--- src/rtl/irqagg_pkg.sv ---
// Shared constants for the interrupt aggregator: word offsets of the
// register port and the bit positions of the two enable flags.
// Assumes a register data path of at least 21 bits.
package irqagg_pkg;
    localparam int unsigned OFF_STATUS  = 0;
    localparam int unsigned OFF_MASK    = 1;
    localparam int unsigned OFF_GROUP   = 2;
    localparam int unsigned OFF_CARD    = 3;
    localparam int unsigned GRP_EN_BIT  = 20;
    localparam int unsigned CARD_EN_BIT = 0;
endpackage

--- src/rtl/irqagg_regs.sv ---
// Register file of the aggregator: mask word, group enable, card enable,
// plus a registered read port that also exposes the live request lines.
// Assumes single-cycle strobes and at most one access per cycle.
module irqagg_regs
    import irqagg_pkg::*;
#(
    parameter int unsigned NUM_CH = 16,
    parameter int unsigned ADDR_W = 3,
    parameter int unsigned DATA_W = 32
) (
    input  logic              clk,
    input  logic              rst_n,
    input  logic [NUM_CH-1:0] req_i,
    input  logic              wr_en,
    input  logic              rd_en,
    input  logic [ADDR_W-1:0] addr,
    input  logic [DATA_W-1:0] wdata,
    output logic [DATA_W-1:0] rdata,
    output logic [NUM_CH-1:0] mask_q,
    output logic              grp_en_q,
    output logic              card_en_q
);
    localparam logic [ADDR_W-1:0] A_STATUS = ADDR_W'(OFF_STATUS);
    localparam logic [ADDR_W-1:0] A_MASK   = ADDR_W'(OFF_MASK);
    localparam logic [ADDR_W-1:0] A_GROUP  = ADDR_W'(OFF_GROUP);
    localparam logic [ADDR_W-1:0] A_CARD   = ADDR_W'(OFF_CARD);

    logic [DATA_W-1:0] rd_word;

    // Update the writable control state; status and unmapped words ignore writes.
    always_ff @(posedge clk) begin
        if (!rst_n) begin
            mask_q    <= '1;
            grp_en_q  <= 1'b0;
            card_en_q <= 1'b0;
        end else if (wr_en) begin
            case (addr)
                A_MASK:  mask_q    <= wdata[NUM_CH-1:0];
                A_GROUP: grp_en_q  <= wdata[GRP_EN_BIT];
                A_CARD:  card_en_q <= wdata[CARD_EN_BIT];
                default: ;
            endcase
        end
    end

    // Select the word addressed by the current read.
    always_comb begin
        rd_word = '0;
        case (addr)
            A_STATUS: rd_word = DATA_W'(req_i);
            A_MASK:   rd_word = DATA_W'(mask_q);
            A_GROUP:  rd_word[GRP_EN_BIT]  = grp_en_q;
            A_CARD:   rd_word[CARD_EN_BIT] = card_en_q;
            default:  rd_word = '0;
        endcase
    end

    // Capture read data on a read strobe and hold it otherwise.
    always_ff @(posedge clk) begin
        if (!rst_n) begin
            rdata <= '0;
        end else if (rd_en) begin
            rdata <= rd_word;
        end
    end

    AST_MASK_RESET: assert property (@(posedge clk) disable iff (!rst_n)
        $past(!rst_n) |-> (mask_q == {NUM_CH{1'b1}}) && !grp_en_q && !card_en_q);

    AST_STATUS_RO: assert property (@(posedge clk) disable iff (!rst_n)
        (wr_en && addr == A_STATUS) |=> $stable(mask_q));

    AST_RDATA_HOLD: assert property (@(posedge clk) disable iff (!rst_n)
        (!$past(rd_en) && !$past(!rst_n)) |-> $stable(rdata));

    AST_UNMAPPED_ZERO: assert property (@(posedge clk) disable iff (!rst_n)
        (rd_en && addr > A_CARD) |=> (rdata == '0));
endmodule

--- src/rtl/irqagg_combine.sv ---
// Combines request lines, mask and the two enables into one registered
// level interrupt. Assumes request lines are synchronous to clk.
module irqagg_combine #(
    parameter int unsigned NUM_CH = 16
) (
    input  logic              clk,
    input  logic              rst_n,
    input  logic [NUM_CH-1:0] req_i,
    input  logic [NUM_CH-1:0] mask_q,
    input  logic              grp_en_q,
    input  logic              card_en_q,
    output logic              irq_o
);
    logic [NUM_CH-1:0] pend;
    logic              any_pend;

    // Per-channel pending: requesting and not blocked by its mask bit.
    always_comb begin
        pend     = req_i & ~mask_q;
        any_pend = |pend;
    end

    // Register the gated interrupt level.
    always_ff @(posedge clk) begin
        if (!rst_n) begin
            irq_o <= 1'b0;
        end else begin
            irq_o <= any_pend && grp_en_q && card_en_q;
        end
    end

    AST_IRQ_NEEDS_PEND: assert property (@(posedge clk) disable iff (!rst_n)
        irq_o |-> $past(|(req_i & ~mask_q)));

    AST_IRQ_NEEDS_GROUP: assert property (@(posedge clk) disable iff (!rst_n)
        irq_o |-> $past(grp_en_q));

    AST_IRQ_NEEDS_CARD: assert property (@(posedge clk) disable iff (!rst_n)
        irq_o |-> $past(card_en_q));

    AST_IRQ_FALLS: assert property (@(posedge clk) disable iff (!rst_n)
        (req_i == '0) |=> !irq_o);
endmodule

--- src/rtl/irqagg_top.sv ---
// Top of the channel interrupt aggregator: register file plus combining
// logic. Assumes synchronous inputs and a synchronous active-low reset.
module irqagg_top #(
    parameter int unsigned NUM_CH = 16,
    parameter int unsigned ADDR_W = 3,
    parameter int unsigned DATA_W = 32
) (
    input  logic              clk,
    input  logic              rst_n,
    input  logic [NUM_CH-1:0] req_i,
    input  logic              wr_en,
    input  logic              rd_en,
    input  logic [ADDR_W-1:0] addr,
    input  logic [DATA_W-1:0] wdata,
    output logic [DATA_W-1:0] rdata,
    output logic              irq_o
);
    logic [NUM_CH-1:0] mask_q;
    logic              grp_en_q;
    logic              card_en_q;

    irqagg_regs #(.NUM_CH(NUM_CH), .ADDR_W(ADDR_W), .DATA_W(DATA_W)) u_regs (
        .clk(clk), .rst_n(rst_n), .req_i(req_i), .wr_en(wr_en), .rd_en(rd_en),
        .addr(addr), .wdata(wdata), .rdata(rdata), .mask_q(mask_q),
        .grp_en_q(grp_en_q), .card_en_q(card_en_q)
    );

    irqagg_combine #(.NUM_CH(NUM_CH)) u_comb (
        .clk(clk), .rst_n(rst_n), .req_i(req_i), .mask_q(mask_q),
        .grp_en_q(grp_en_q), .card_en_q(card_en_q), .irq_o(irq_o)
    );
endmodule

--- config.mk ---
export PLATFORM = sky130hd
export DESIGN_NAME = irqagg_top
export DESIGN_NICKNAME = d
export VERILOG_FILES = /design/src/rtl/irqagg_pkg.sv /design/src/rtl/irqagg_regs.sv /design/src/rtl/irqagg_combine.sv /design/src/rtl/irqagg_top.sv
export SDC_FILE = /design/constraint.sdc
export NUM_CORES = 1
export LEC_CHECK = 0
export ABC_AREA = 1
export BUFFER_PORTS_ARGS = -buffer_cell sky130_fd_sc_hd__buf_2
export CORE_AREA = 2 2 78 65
export CTS_BUF_LIST = sky130_fd_sc_hd__clkbuf_4 sky130_fd_sc_hd__clkbuf_8 sky130_fd_sc_hd__clkbuf_16
export DETAILED_ROUTE_END_ITERATION = 12
export DIE_AREA = 0 0 80 67
export GPL_TIMING_DRIVEN = 0
export MAX_ROUTING_LAYER = met4
export PLACE_DENSITY = 0.77
export SLEW_MARGIN = 0
export SYNTH_ARGS = -nofsm -noshare
export SYNTH_HDL_FRONTEND = slang
export SYNTH_SLANG_ARGS = --single-unit
--- constraint.sdc ---
create_clock -name clk -period 1.01 [get_ports clk]
set_clock_uncertainty 0.2 [all_clocks]
set_input_delay 0.0505 -clock clk [delete_from_list [all_inputs] [get_ports clk]]
set_output_delay 0.0505 -clock clk [all_outputs]
set_load 0.05 [all_outputs]
After elaboration in Yosys (flattened, before gate mapping):

Cells that the tools add are included.

* bits in registers: 40
* input bits: 55
* output and inout bits: 33
* logic and storage cells: 20

* eq/ne operators: 3
* muxes and demuxes: 3
* bitwise logic cells: 2
* reduce and logical (&&, ||, !) cells: 7

Operator list (count)
* case mux 15 bit (2 select lines): 1
* AND 16 bit: 1
* inverter 16 bit: 1
* OR reduction 16 bit: 1
* equality test 3 x 2 -> 1 bit, second input constant: 2
* AND reduction 2 bit: 3
* equality test 3 x 1 -> 1 bit, second input constant: 1
* logical NOT 3 bit: 1
* case mux 1 bit (3 select lines): 1
* logical AND 1 bit: 2
* two-way mux 1 bit: 1

Logic depth before layout (Yosys ltp):

Gate-level depths: netlist of run 1.

* depth after elaboration: 5
* depth in mapped cells: 7
* depth with buffers taken out: 7

Hierarchy:

Synthesis of run 1 repeated with hierarchy kept, for this count alone.

* cell total of the unflattened synthesis: 297
* area total of the unflattened synthesis: 1919.3 um2

By module, submodules not included
* irqagg_regs: times used 1, cells each 248, area an instance 1716.6 um2, sequential area each 700.7 um2
* irqagg_combine: times used 1, cells each 49, area an instance 202.7 um2, sequential area each 20.0 um2

Worst setup path before layout of run 1:

Ideal clock, no wire load.

* path type: flip-flop to flip-flop
* start: register, netlist name u_regs.rdata[3]
* end: register u_regs.rdata[3]
* setup time: 56 ps
* data arrival time: 860 ps
* required time: 754 ps
* slack: -106 ps
* cell stages (with the launch flop): 5
* buffers on the path: 0
* clock period less this slack: 1116 ps
* cells stage by stage: dfxtp_1 > nor2_1 > nor2_1 > nand2_1 > inv_1

RTL lines
* end signal, assigned: line irqagg_regs.sv:63 `rdata <= rd_word;`
* end, declared: line irqagg_regs.sv:18 `output logic [DATA_W-1:0] rdata,`

Worst setup path in the final report of run 1:

* start: register u_regs.mask_q[12]
* end: register u_comb.irq_o

* word-level cells in the longest chain between the ends: 5

Ends and longest elaborated chain
* start, declared: line irqagg_regs.sv:19 `output logic [NUM_CH-1:0] mask_q,`
* start signal, assigned: line irqagg_regs.sv:38 `A_MASK: mask_q <= wdata[NUM_CH-1:0];`
* inverter 16 bit: line irqagg_combine.sv:19 `pend = req_i & ~mask_q;`
* AND 16 bit: line irqagg_combine.sv:19
* OR reduction 16 bit: line irqagg_combine.sv:20 `any_pend = |pend;`
* logical AND 1 bit (2 in series): line irqagg_combine.sv:28 `irq_o <= any_pend && grp_en_q && card_en_q;`
* end signal, assigned: line irqagg_combine.sv:28
* end, declared: line irqagg_combine.sv:12 `output logic irq_o`

Every way passes these cells.
A chain may end at the register's enable or synchronous reset.

==> results of run 1 <==
[registers in the layout, indices dropped and copies added, names as in the netlist]
signal            cells
u_comb.irq_o          1
u_regs.card_en_q      1
u_regs.grp_en_q       1
u_regs.mask_q        16
u_regs.rdata         17
[final timing paths]
kind,startpoint,endpoint,slack [ps],cells past startpoint
hold / removal,req_i[1],u_regs.rdata[1],-140,5
setup reg to reg,u_regs.mask_q[12],u_comb.irq_o,-120,7
hold reg to reg,u_regs.grp_en_q,u_regs.grp_en_q,270,2
setup / recovery,u_regs.mask_q[12],u_comb.irq_o,-120,7
[cell type report]
class | count | area (µm²)
repair buffers | 97 | 840.8
well taps | 60 | 75.07
clock inverters | 1 | 7.507
multi-input cells | 181 | 935.9
fillers | 393 | 1466
clock buffers | 7 | 90.09
plain buffers | 25 | 190.2
inverters | 40 | 150.1
flip-flops and latches | 36 | 758.2
[power by group through the flow]
stage	clock, µW	combinational [µW]	sequential [µW]
2_1_floorplan	0	413	1690
3_3_place_gp	0	734	1550
3_5_place_dp	0	739	1560
4_1_cts	1120	907	1540
5_1_grt	1200	1040	1550
6_report	1120	970	1550
[synth_stat cells]
| master | n |
|---|---|
| inv_1 | 39 |
| clkinv_1 | 1 |
| o21ai_0 | 7 |
| nand3_1 | 15 |
| clkbuf_1 | 3 |
| o211ai_2 | 8 |
| dfxtp_1 | 36 |
| buf_6 | 3 |
| buf_1 | 2 |
| nor3_1 | 1 |
| a21oi_1 | 4 |
| nor3_4 | 1 |
| nor2_8 | 1 |
| buf_8 | 1 |
| nor2_1 | 37 |
| buf_4 | 15 |
| nand2_4 | 1 |
| nand4_1 | 3 |
| nor2_4 | 1 |
| buf_2 | 1 |
| nand2_1 | 74 |
| o211ai_1 | 13 |
| conb_1 | 1 |
[cells by family after synthesis]
logic type,count (synthesis),synth area share (%)
compound gates,32,13.40
flops,36,38.20
buf+inv,65,17.77
simple gates,134,30.44
other cells,1,0.1987
[metrics by stage]
step | cells | worst slack (ps)
after floorplan | 282 | 2.267
after global placement | 399 | -263.1
after detailed placement | 399 | -283.0
after CTS | 442 | -99.73
after global routing | 447 | -187.4
final | 447 | -116.5
[cell usage in the layout (no fill, tap or decap), types with 4 or more instances in the layout]
cell type and instances:
buf_8 14, clkbuf_2 4, nand3_1 13, dfxtp_1 6, nand2_1 69, nand2_2 5
buf_2 40, inv_1 28, nor2_1 34, o211ai_2 8, buf_6 11, conb_1 15
clkbuf_8 6, dfxtp_2 30, dlygate4sd3_1 27, buf_4 22, o211ai_1 13, inv_2 11
[critical path, cell delays in order (launching register included)]
cell     delay (ps)
dfxtp_2         320
inv_2            50
nand2_1          60
nand2_1          60
nor2_1          120
nand2_1          70
nor2_1          100
nor2_1           50
[layer usage]
layer / vias up / GRT usage (%) / share of wire (%)
li1: 1042 / - / -
met1: 913 / 24.38 / 43
met2: 66 / 38.33 / 50
met3: 9 / 5.420 / 6.2
met4: 0 / 7.415 / 1.7
met5: - / - / 0
[repair_timing]
| item | 4_1_cts | 5_1_grt |
|---|---|---|
| pin swaps | 7 | 17 |
| resized for setup | 53 | 43 |
| buffers inserted | 4 | 6 |
| endpoints found under the hold margin | 36 | 7 |
| setup endpoints to repair | 19 | 45 |
==> results.tsv, run 1 <==
stage	metric	value	unit
outcome	outcome	complete, but fails checks	
outcome	violations	negative hold slack, negative setup slack	
layout	syn_to_final_growth	61.54	%
power_and_ir_drop	p_clk_share	30.7	%
sta	whs	-138.6	ps
sta	min_period_over_period	111.5	%
clock_network	cts_max_level	2	
layout	drive_above_1_share	42.64	%
job	drv_cap	0	
yosys	synth_top_area_share	38.20	%
sta	finalSetupTns	-780.2	ps
worst_hold_path	hold_path.class	in -> reg	
sta	slew_headroom	62.54	%
global_route	grt_pass1_vias	1988	
global_route	grt_max_degree	12	
power_and_ir_drop	peakVddDrop	0.0005870	V
routing	vias	2030	
yosys	yosys_warnings	0	
placed_design	dpl.hpwl	3368	µm
routing	drt_pass1_iterations	4	
global_route	track_usage	21.84	%
floorplan	fp.coreArea	4514	µm²
routing	wl_per_cell	12.00	µm
sta	finalCriticalPeriod	1126	ps
worst_setup_path	worst-path-max-fanout	3	
power_and_ir_drop	pwr-share-seq	42.6	%
sta	max_freq	887.7	MHz
yosys	syn_avg_cell_area	7.040	µm²
routing	dr.first_iter.drc_count	142	
clock_network	cts.sinks	36	
placed_design	gp_congestion	0.8508	
worst_setup_path	path_class	reg -> reg	
yosys	syn_inst	268	
power_and_ir_drop	intPower	2487	µW
yosys	synth_seq_cells	36	
power_and_ir_drop	sw_frac_of_total	31.51	%
placed_design	place_area	2325	µm²
routing	remaining_drc_errors	0	
global_route	antenna_found_initial	0	
power_and_ir_drop	p_switching	1144	µW
global_route	grt_overflow	0	
clock_network	clk_path_buf_depth	2	
power_and_ir_drop	p_comb_share	26.7	%
power_and_ir_drop	finalPower	3631	µW
floorplan	std_cell_rows	22	
clock_network	holdBufCountCts	31	
clock_network	cts_made_buffers	5	
floorplan	start_util	41.80	%
floorplan	io_pins	88	
worst_setup_path	cp_data_arrival_time	1120	ps
worst_setup_path	setup.worst_path.start_class	flip-flop	
floorplan	die_h	67	µm
sta	worst_pin_slew	561.9	ps
global_route	grt_pass1_wl	8673	µm
clock_network	cts_tree	built	
worst_setup_path	cp-end-kind	flip-flop	
placed_design	portBuffers	57	
yosys	synthDistinctLibCells	23	
layout	postLayoutCellArea	3048	µm²
yosys	syn-cell-area	1887	µm²
sta	rsz0062_at_grt	true	
routing	wirelength	5365	µm
sta	final_max_slew_viol_count	0	
power_and_ir_drop	p_leak	0.001596	µW
layout	diodes	0	
routing	ant_nets	0	
layout	postLayoutCoreUtil	67.52	%
floorplan	die_w	80	µm
yosys	yosys.area.top_type	dfxtp_1	
floorplan	die_area	5360	µm²
yosys	synth_area_leaders	dfxtp_1, nand2_1, inv_1	
power_and_ir_drop	power_density	1191	nW/µm²
yosys	ys_seq_area_share	38.20	%
clock_network	clk_latency	300	ps
sta	finalHoldViolCount	11	
clock_network	root_buffer	clkbuf_8	
worst_setup_path	critPathRequiredTime	1000	ps
routing	viasPerCell	4.541	
clock_network	cts.clk_slew.worst_paths	80	ps
layout	fin_nets	441	
sta	layout_setup_ws	-116.5	ps
sta	setup_viol	19	
No activity file was read; power rests on OpenSTA's default activity.
==> inputs of run 2 (changes only) <==
--- a/config.mk
+++ b/config.mk
@@ -5,15 +5,15 @@
 export SDC_FILE = /design/constraint.sdc
 export NUM_CORES = 1
 export LEC_CHECK = 0
-export ABC_AREA = 1
+export ABC_AREA = 0
 export BUFFER_PORTS_ARGS = -buffer_cell sky130_fd_sc_hd__buf_2
-export CORE_AREA = 2 2 78 65
+export CORE_AREA = 2 2 75 63
 export CTS_BUF_LIST = sky130_fd_sc_hd__clkbuf_4 sky130_fd_sc_hd__clkbuf_8 sky130_fd_sc_hd__clkbuf_16
 export DETAILED_ROUTE_END_ITERATION = 12
-export DIE_AREA = 0 0 80 67
+export DIE_AREA = 0 0 77 65
 export GPL_TIMING_DRIVEN = 0
 export MAX_ROUTING_LAYER = met4
-export PLACE_DENSITY = 0.77
+export PLACE_DENSITY = 0.76
 export SLEW_MARGIN = 0
 export SYNTH_ARGS = -nofsm -noshare
 export SYNTH_HDL_FRONTEND = slang
==> run 2 against run 1 <==
Count of clock-buffer cells in the layout is 1 higher. Total power is 2.5% lower. Design area is 7.7% lower. Via count is 12% lower. Largest cell class unchanged. Non-clock buffer count is 5 lower. The run still ends with negative hold slack, negative setup slack left. Sequential power hardly changed. Global-route usage is 2.5 points lower. Wire length is 5.5% lower. Critical path depth is 3 lower. Register-to-register slack worse by 190 ps. Sequential share of layout area is 1.8 points higher. Combinational power is 7.5% lower.
==> results.tsv, run 2 <==
stage	metric	value	unit	change
worst_hold_path	holdPathStages	3		-2
layout	largest_register_ffs	17		unchanged
yosys	syn_avg_cell_area	8.217	µm²	+17%
routing	viasPerCell	4.798		+5.7%
placed_design	gp_congestion	0.8348		-1.9%
layout	regMostFlops	u_regs.rdata		
global_route	grt_overflow	0		unchanged
floorplan	start_util	37.97	%	-3.8 points
worst_setup_path	reg2reg_from	u_regs.mask_q[0]		
yosys	yosys.area.top_type	dfxtp_1		
worst_setup_path	crit_chain	nand2b_1 > o2111ai_1 > a2111oi_2 > a21oi_1		
global_route	antenna_found_initial	0		unchanged
layout	layout_common_cells	buf_2, nand2_1, buf_4		
yosys	synth_seq_cells	36		unchanged
layout	seqCellArea	749.5	µm²	-1.2%
worst_hold_path	min_to	u_regs.rdata[0]		
power_and_ir_drop	p_leak	0.001303	µW	-18%
layout	layout_commonest_cell	buf_2		
outcome	outcome	complete, but fails checks		
clock_network	cts_max_level	2		unchanged
layout	multi_input_area	864.6	µm²	-7.6%
outcome	violations	negative hold slack, negative setup slack		
yosys	yosys_warnings	0		unchanged
power_and_ir_drop	peakVddDrop	0.0005297	V	-9.8%
worst_setup_path	worst-path-max-fanout	3		unchanged
worst_setup_path	crit_buf_inv	0		-1
placed_design	dpl.hpwl	3372	µm	+0.12%
yosys	yosysMostFrequentCell	dfxtp_1		
clock_network	clk_latency	290	ps	about the same
worst_hold_path	hp-start	addr[2]		
routing	wl_per_cell	13.63	µm	+14%
yosys	syn-cell-area	1652	µm²	-12%
worst_setup_path	setup.worst_path.start_class	flip-flop		
sta	layout_setup_ws	-303.7	ps	-187.2 ps
sta	final_max_slew_viol_count	0		unchanged
layout	top_regs	u_regs.rdata (17), u_regs.mask_q (16)		
worst_setup_path	cp-end-kind	flip-flop		
sta	max_freq	761.2	MHz	-14%
power_and_ir_drop	power_density	1258	nW/µm²	+5.6%
global_route	grt_pass1_wl	7327	µm	-16%
yosys	ys_top_cells_by_count	dfxtp_1, nand2_1, nand3_1		
sta	whs	-149.7	ps	-11.08 ps
worst_setup_path	max_stage_delay	340	ps	+20 ps
global_route	track_usage	19.35	%	-2.5 points
floorplan	die_area	5005	µm²	-6.6%
routing	wirelength	5070	µm	-5.5%
worst_setup_path	path_class	reg -> reg		
worst_setup_path	worstReg2RegEnd	u_comb.irq_o		
yosys	syn_inst	201		-25%
power_and_ir_drop	finalPower	3540	µW	-2.5%
routing	dr.first_iter.drc_count	127		-11%
worst_setup_path	ff2ff_path_depth	4		-3
sta	finalHoldViolCount	20		+9
layout	syn_to_final_growth	70.38	%	
floorplan	io_pins	88		unchanged
clock_network	cts_made_buffers	5		unchanged
sta	rsz0062_at_grt	true		
worst_hold_path	hold_path.class	in -> reg		
global_route	grt_max_degree	11		-1
clock_network	holdBufCountCts	18		-42%
layout	postLayoutCoreUtil	64.70	%	-2.8 points
worst_setup_path	crit_family	compound AO/OA/AOI/OAI gates		
floorplan	die_h	65	µm	-3.0%
clock_network	cts.sinks	36		unchanged
yosys	synth_edf_count	0		unchanged
global_route	grt_pass1_vias	1572		-21%
worst_setup_path	slowest_stage	dfxtp_2		
routing	ant_nets	0		unchanged
sta	setup_viol	23		+4
worst_setup_path	cp_data_arrival_time	1260	ps	+140 ps
yosys	synthDistinctLibCells	29		+26%
floorplan	fp.coreArea	4349	µm²	-3.7%
job	drv_cap	0		unchanged
yosys	ys_seq_area_share	43.64	%	+5.4 points
yosys	ys_async_sr_fraction	0	%	unchanged
clock_network	clk_path_buf_depth	2		unchanged
worst_setup_path	critPathRequiredTime	960	ps	-40 ps
routing	remaining_drc_errors	0		unchanged
routing	drt_pass1_iterations	4		unchanged
clock_network	cts.clk_slew.worst_paths	70	ps	about the same
yosys	synth_area_leaders	dfxtp_1, nand2_1, a22oi_1		
yosys	ys.flop_type	dfxtp_1		
clock_network	cts_tree	built		
layout	fill_cells	363		-7.6%
layout	drive_above_1_share	46.47	%	+3.8 points
floorplan	std_cell_rows	22		unchanged
sta	finalCriticalPeriod	1314	ps	+187.2 ps
yosys	synth_top_area_share	43.64	%	+5.4 points
layout	diodes	0		unchanged
layout	fin_nets	366		-17%
placed_design	portBuffers	55		-3.5%
routing	vias	1785		-12%
worst_setup_path	r2r_setup_slack	-300	ps	-190 ps
clock_network	root_buffer	clkbuf_8		
floorplan	die_w	77	µm	-3.8%
sta	min_period_over_period	130.1	%	+19 points
==> run 2: cell count changes after synthesis, moves of 8 or more <==
cell      before  now
a21oi_1        4   16
a22oi_1        0   16
inv_1         39    8
nand2_1       74   33
nor2_1        37    1
o211ai_1      13    2
o211ai_2       8    0
o21ai_0        7   15
==> run 2: through the flow <==
step                      area, µm²  cells  worst slack [ps]  setup TNS, ps
final                          2814    372            -303.7         -693.9
after global routing           2814    372            -316.0          -1989
after CTS                      2633    363            -341.6         -840.5
after detailed placement       2110    330            -506.0         -11850
after global placement         2110    330            -487.5         -11140
after floorplan                1759    215            -254.3          -1766
==> run 2: cell families (layout without fill, tap and decap cells) <==
group	after synthesis	in the layout	synth area share, %
simple gates	68	68	20.68
mux	2	2	1.288
compound gates	58	58	21.67
flops	36	36	43.64
buf+inv	36	133	12.50
other cells	1	15	0.2271
==> run 2: report_power, final <==
group          internal [µW]  switching, µW
clock network            610            486
registers               1490           54.4
logic                    395            502
total                   2500           1040
==> run 2: layout make-up <==
cell class	count	area share, %
inverter	8	1.067
multi-input combinational	143	30.72
clock buffer	8	3.468
buffer	27	6.670
sequential	36	26.63
tap	60	2.668
timing repair buffer	90	28.77
==> run 2: repair_timing <==
item                       in CTS  in global routing
cloned                          1                  2
hold endpoints to repair       36                 20
buffers inserted                7                  7
setup endpoints to repair      46                 49
pin swaps                       8                 13
resized for setup              62                 37
==> run 2: how the worst max path moves through the flow <==
stage,end,cells past startpoint,slack [ps],from
after floorplan,u_comb.irq_o,4,-250,u_regs.mask_q[2]
after global placement,u_comb.irq_o,4,-490,u_regs.mask_q[0]
after detailed placement,u_comb.irq_o,4,-510,u_regs.mask_q[0]
after CTS,u_comb.irq_o,4,-340,u_regs.mask_q[10]
after global routing,u_comb.irq_o,4,-320,u_regs.mask_q[0]
final,u_comb.irq_o,4,-300,u_regs.mask_q[0]
==> run 2: worst register-to-register path, stage by stage, from the launching register on <==
cell	delay, ps
dfxtp_2	340
nand2b_1	120
o2111ai_1	130
a2111oi_2	250
a21oi_1	150
==> run 2: layer usage <==
metal	part of all wire [%]	global-route usage [%]	routed length [µm]
met3	6.0	4.735	306
met1	42	23.56	2114
met2	49	31.58	2493
met4	3.1	6.920	157
met5	0	-	0
==> inputs of run 3 (changes only) <==
--- a/config.mk
+++ b/config.mk
@@ -14,6 +14,7 @@
 export GPL_TIMING_DRIVEN = 0
 export MAX_ROUTING_LAYER = met4
 export PLACE_DENSITY = 0.76
+export SKIP_LAST_GASP = 1
 export SLEW_MARGIN = 0
 export SYNTH_ARGS = -nofsm -noshare
 export SYNTH_HDL_FRONTEND = slang
==> run 3 against run 2 <==
The run still ends with negative hold slack, negative setup slack left. Critical path depth unchanged. Sequential power about the same. Wire length decreased by 1.2%. Design area decreased by 0.67%. Global-route usage unchanged. Register-to-register slack about the same. Worst setup slack improved by 2.9 ps. Maximum frequency increased by 0.22%. Sequential share of layout area increased by 0.18 points. Worst hold slack improved by 19 ps. Cell count unchanged.
==> results.tsv, run 3 (synthesis gave the netlist of run 2 again) <==
stage	metric	value	unit	change
floorplan	std_cell_rows	22		unchanged
layout	syn_to_final_growth	69.24	%	
floorplan	start_util	37.97	%	unchanged
clock_network	clk_latency	290	ps	about the same
sta	finalCriticalPeriod	1311	ps	-2.903 ps
sta	max_freq	762.9	MHz	+0.22%
worst_setup_path	worst-path-max-fanout	3		unchanged
power_and_ir_drop	power_density	1262	nW/µm²	+0.35%
placed_design	portBuffers	55		unchanged
floorplan	fp.coreArea	4349	µm²	unchanged
placed_design	dpl.hpwl	3372	µm	unchanged
global_route	antenna_found_initial	0		unchanged
layout	fin_nets	366		unchanged
global_route	grt_max_degree	11		unchanged
placed_design	pre_cts_slack	-506.0	ps	unchanged
worst_hold_path	hp-start	req_i[7]		
layout	final_cells	372		unchanged
sta	finalSetupTns	-765.3	ps	-71.32 ps
worst_setup_path	cp-end-kind	flip-flop		
layout	layout_commonest_cell	buf_2		
clock_network	root_buffer	clkbuf_8		
placed_design	gp_congestion	0.8348		unchanged
sta	final_max_slew_viol_count	0		unchanged
clock_network	cts_made_buffers	5		unchanged
clock_network	clk_path_buf_depth	2		unchanged
clock_network	cts.sinks	36		unchanged
routing	viasPerCell	4.788		-0.22%
worst_setup_path	critPathRequiredTime	960	ps	about the same
worst_setup_path	reg2reg_from	u_regs.mask_q[3]		
routing	ant_nets	0		unchanged
sta	setup_viol	28		+22%
outcome	outcome	complete, but fails checks		
layout	drive_above_1_share	46.15	%	-0.32 points
worst_setup_path	setup.worst_path.start_class	flip-flop		
routing	dr.first_iter.drc_count	122		-3.9%
global_route	grt_pass1_wl	7327	µm	unchanged
layout	largest_register_ffs	17		unchanged
outcome	violations	negative hold slack, negative setup slack		
floorplan	io_pins	88		unchanged
worst_setup_path	startpoint	u_regs.mask_q[3]		
layout	top_regs	u_regs.rdata (17), u_regs.mask_q (16)		
sta	rsz0062_at_grt	true		
layout	fill_cells	366		+0.83%
clock_network	cts_tree	built		
power_and_ir_drop	peakVddDrop	0.0005311	V	+0.27%
routing	drt_pass1_iterations	6		+2
floorplan	die_area	5005	µm²	unchanged
clock_network	cts.clk_slew.worst_paths	70	ps	about the same
sta	min_period_over_period	129.8	%	-0.29 points
worst_setup_path	cp_data_arrival_time	1260	ps	about the same
clock_network	cts_max_level	2		unchanged
worst_setup_path	path_class	reg -> reg		
power_and_ir_drop	p_leak	0.001297	µW	-0.46%
clock_network	holdBufCountCts	18		unchanged
sta	layout_setup_ws	-300.8	ps	+2.903 ps
placed_design	dp_cells	330		unchanged
sta	whs	-131.2	ps	+18.51 ps
routing	vias	1781		-0.22%
sta	finalHoldViolCount	20		unchanged
global_route	grt_overflow	0		unchanged
power_and_ir_drop	finalPower	3528	µW	-0.32%
layout	regMostFlops	u_regs.rdata		
routing	wirelength	5011	µm	-1.2%
worst_hold_path	hold_path.class	in -> reg		
floorplan	die_w	77	µm	unchanged
global_route	track_usage	19.35	%	unchanged
global_route	grt_pass1_vias	1572		unchanged
layout	diodes	0		unchanged
routing	wl_per_cell	13.47	µm	-1.2%
job	drv_cap	0		unchanged
layout	layout_common_cells	buf_2, nand2_1, buf_4		
floorplan	die_h	65	µm	unchanged
routing	remaining_drc_errors	0		unchanged
run 3: cell types whose count changed in the layout (fill, tap and decap cells not counted):
| cell | delta |
|---|---|
| nand2_1 | +1 |
| buf_4 | +1 |
| buf_8 | -1 |
| nand2_2 | -1 |
| buf_12 | -1 |
| buf_6 | +1 |
run 3: cell type report:
cell class | count | area (µm²) | share of cell area [%]
clock buffers | 8 | 97.59 | 3.491
well taps | 60 | 75.07 | 2.686
multi-input cells | 143 | 862.1 | 30.84
plain buffers | 27 | 187.7 | 6.714
repair buffers | 90 | 793.3 | 28.38
inverters | 8 | 30.03 | 1.074
flip-flops and latches | 36 | 749.5 | 26.81
run 3: critical path: stages, from the launching register on:
cell,delay (ps)
dfxtp_1,360
nand2b_1,130
o2111ai_1,110
a2111oi_2,240
a21oi_1,140
run 3: worst paths after layout:
path                                   endpoint  slack (ps)  cells past startpoint
worst min register to register  u_regs.rdata[0]         290                      2
worst max-delay path               u_comb.irq_o        -300                      4
worst max register to register     u_comb.irq_o        -300                      4
worst min-delay path            u_regs.rdata[7]        -130                      3
run 3: through the flow:
stage | utilization (%) | hold WS [ps] | area, µm²
final | 64.27 | -131.2 | 2795
after floorplan | - | -25.96 | 1759
after global routing | 64.27 | -125.2 | 2795
after CTS | 60.53 | -104.2 | 2633
after detailed placement | 48.50 | 61.96 | 2110
after global placement | 48.50 | 60.24 | 2110
run 3: metal layers:
metal  up-vias  routed length [µm]  global-route usage, %
li1        887                   -                      -
met1       813                2059                  23.56
met2        66                2481                  31.58
met3        15                 329                  4.735
met4         0                 139                  6.920
met5         -                   0                      -
run 3: timing repair:
action                     in CTS  in global routing
hold endpoints to repair       36                 20
setup endpoints to repair      46                 49
resized for setup              62                 32
setup buffers                   7                  7
pin swaps                       8                 13
gates cloned                    1                  2
run 3: power by group:
part	switching, µW	internal [µW]	leakage [µW]	total (µW)
clock	483	610	0.0000523	1090
sequential	53.6	1490	0.000299	1550
combinational	501	388	0.000945	889
total	1040	2490	0.00130	3530
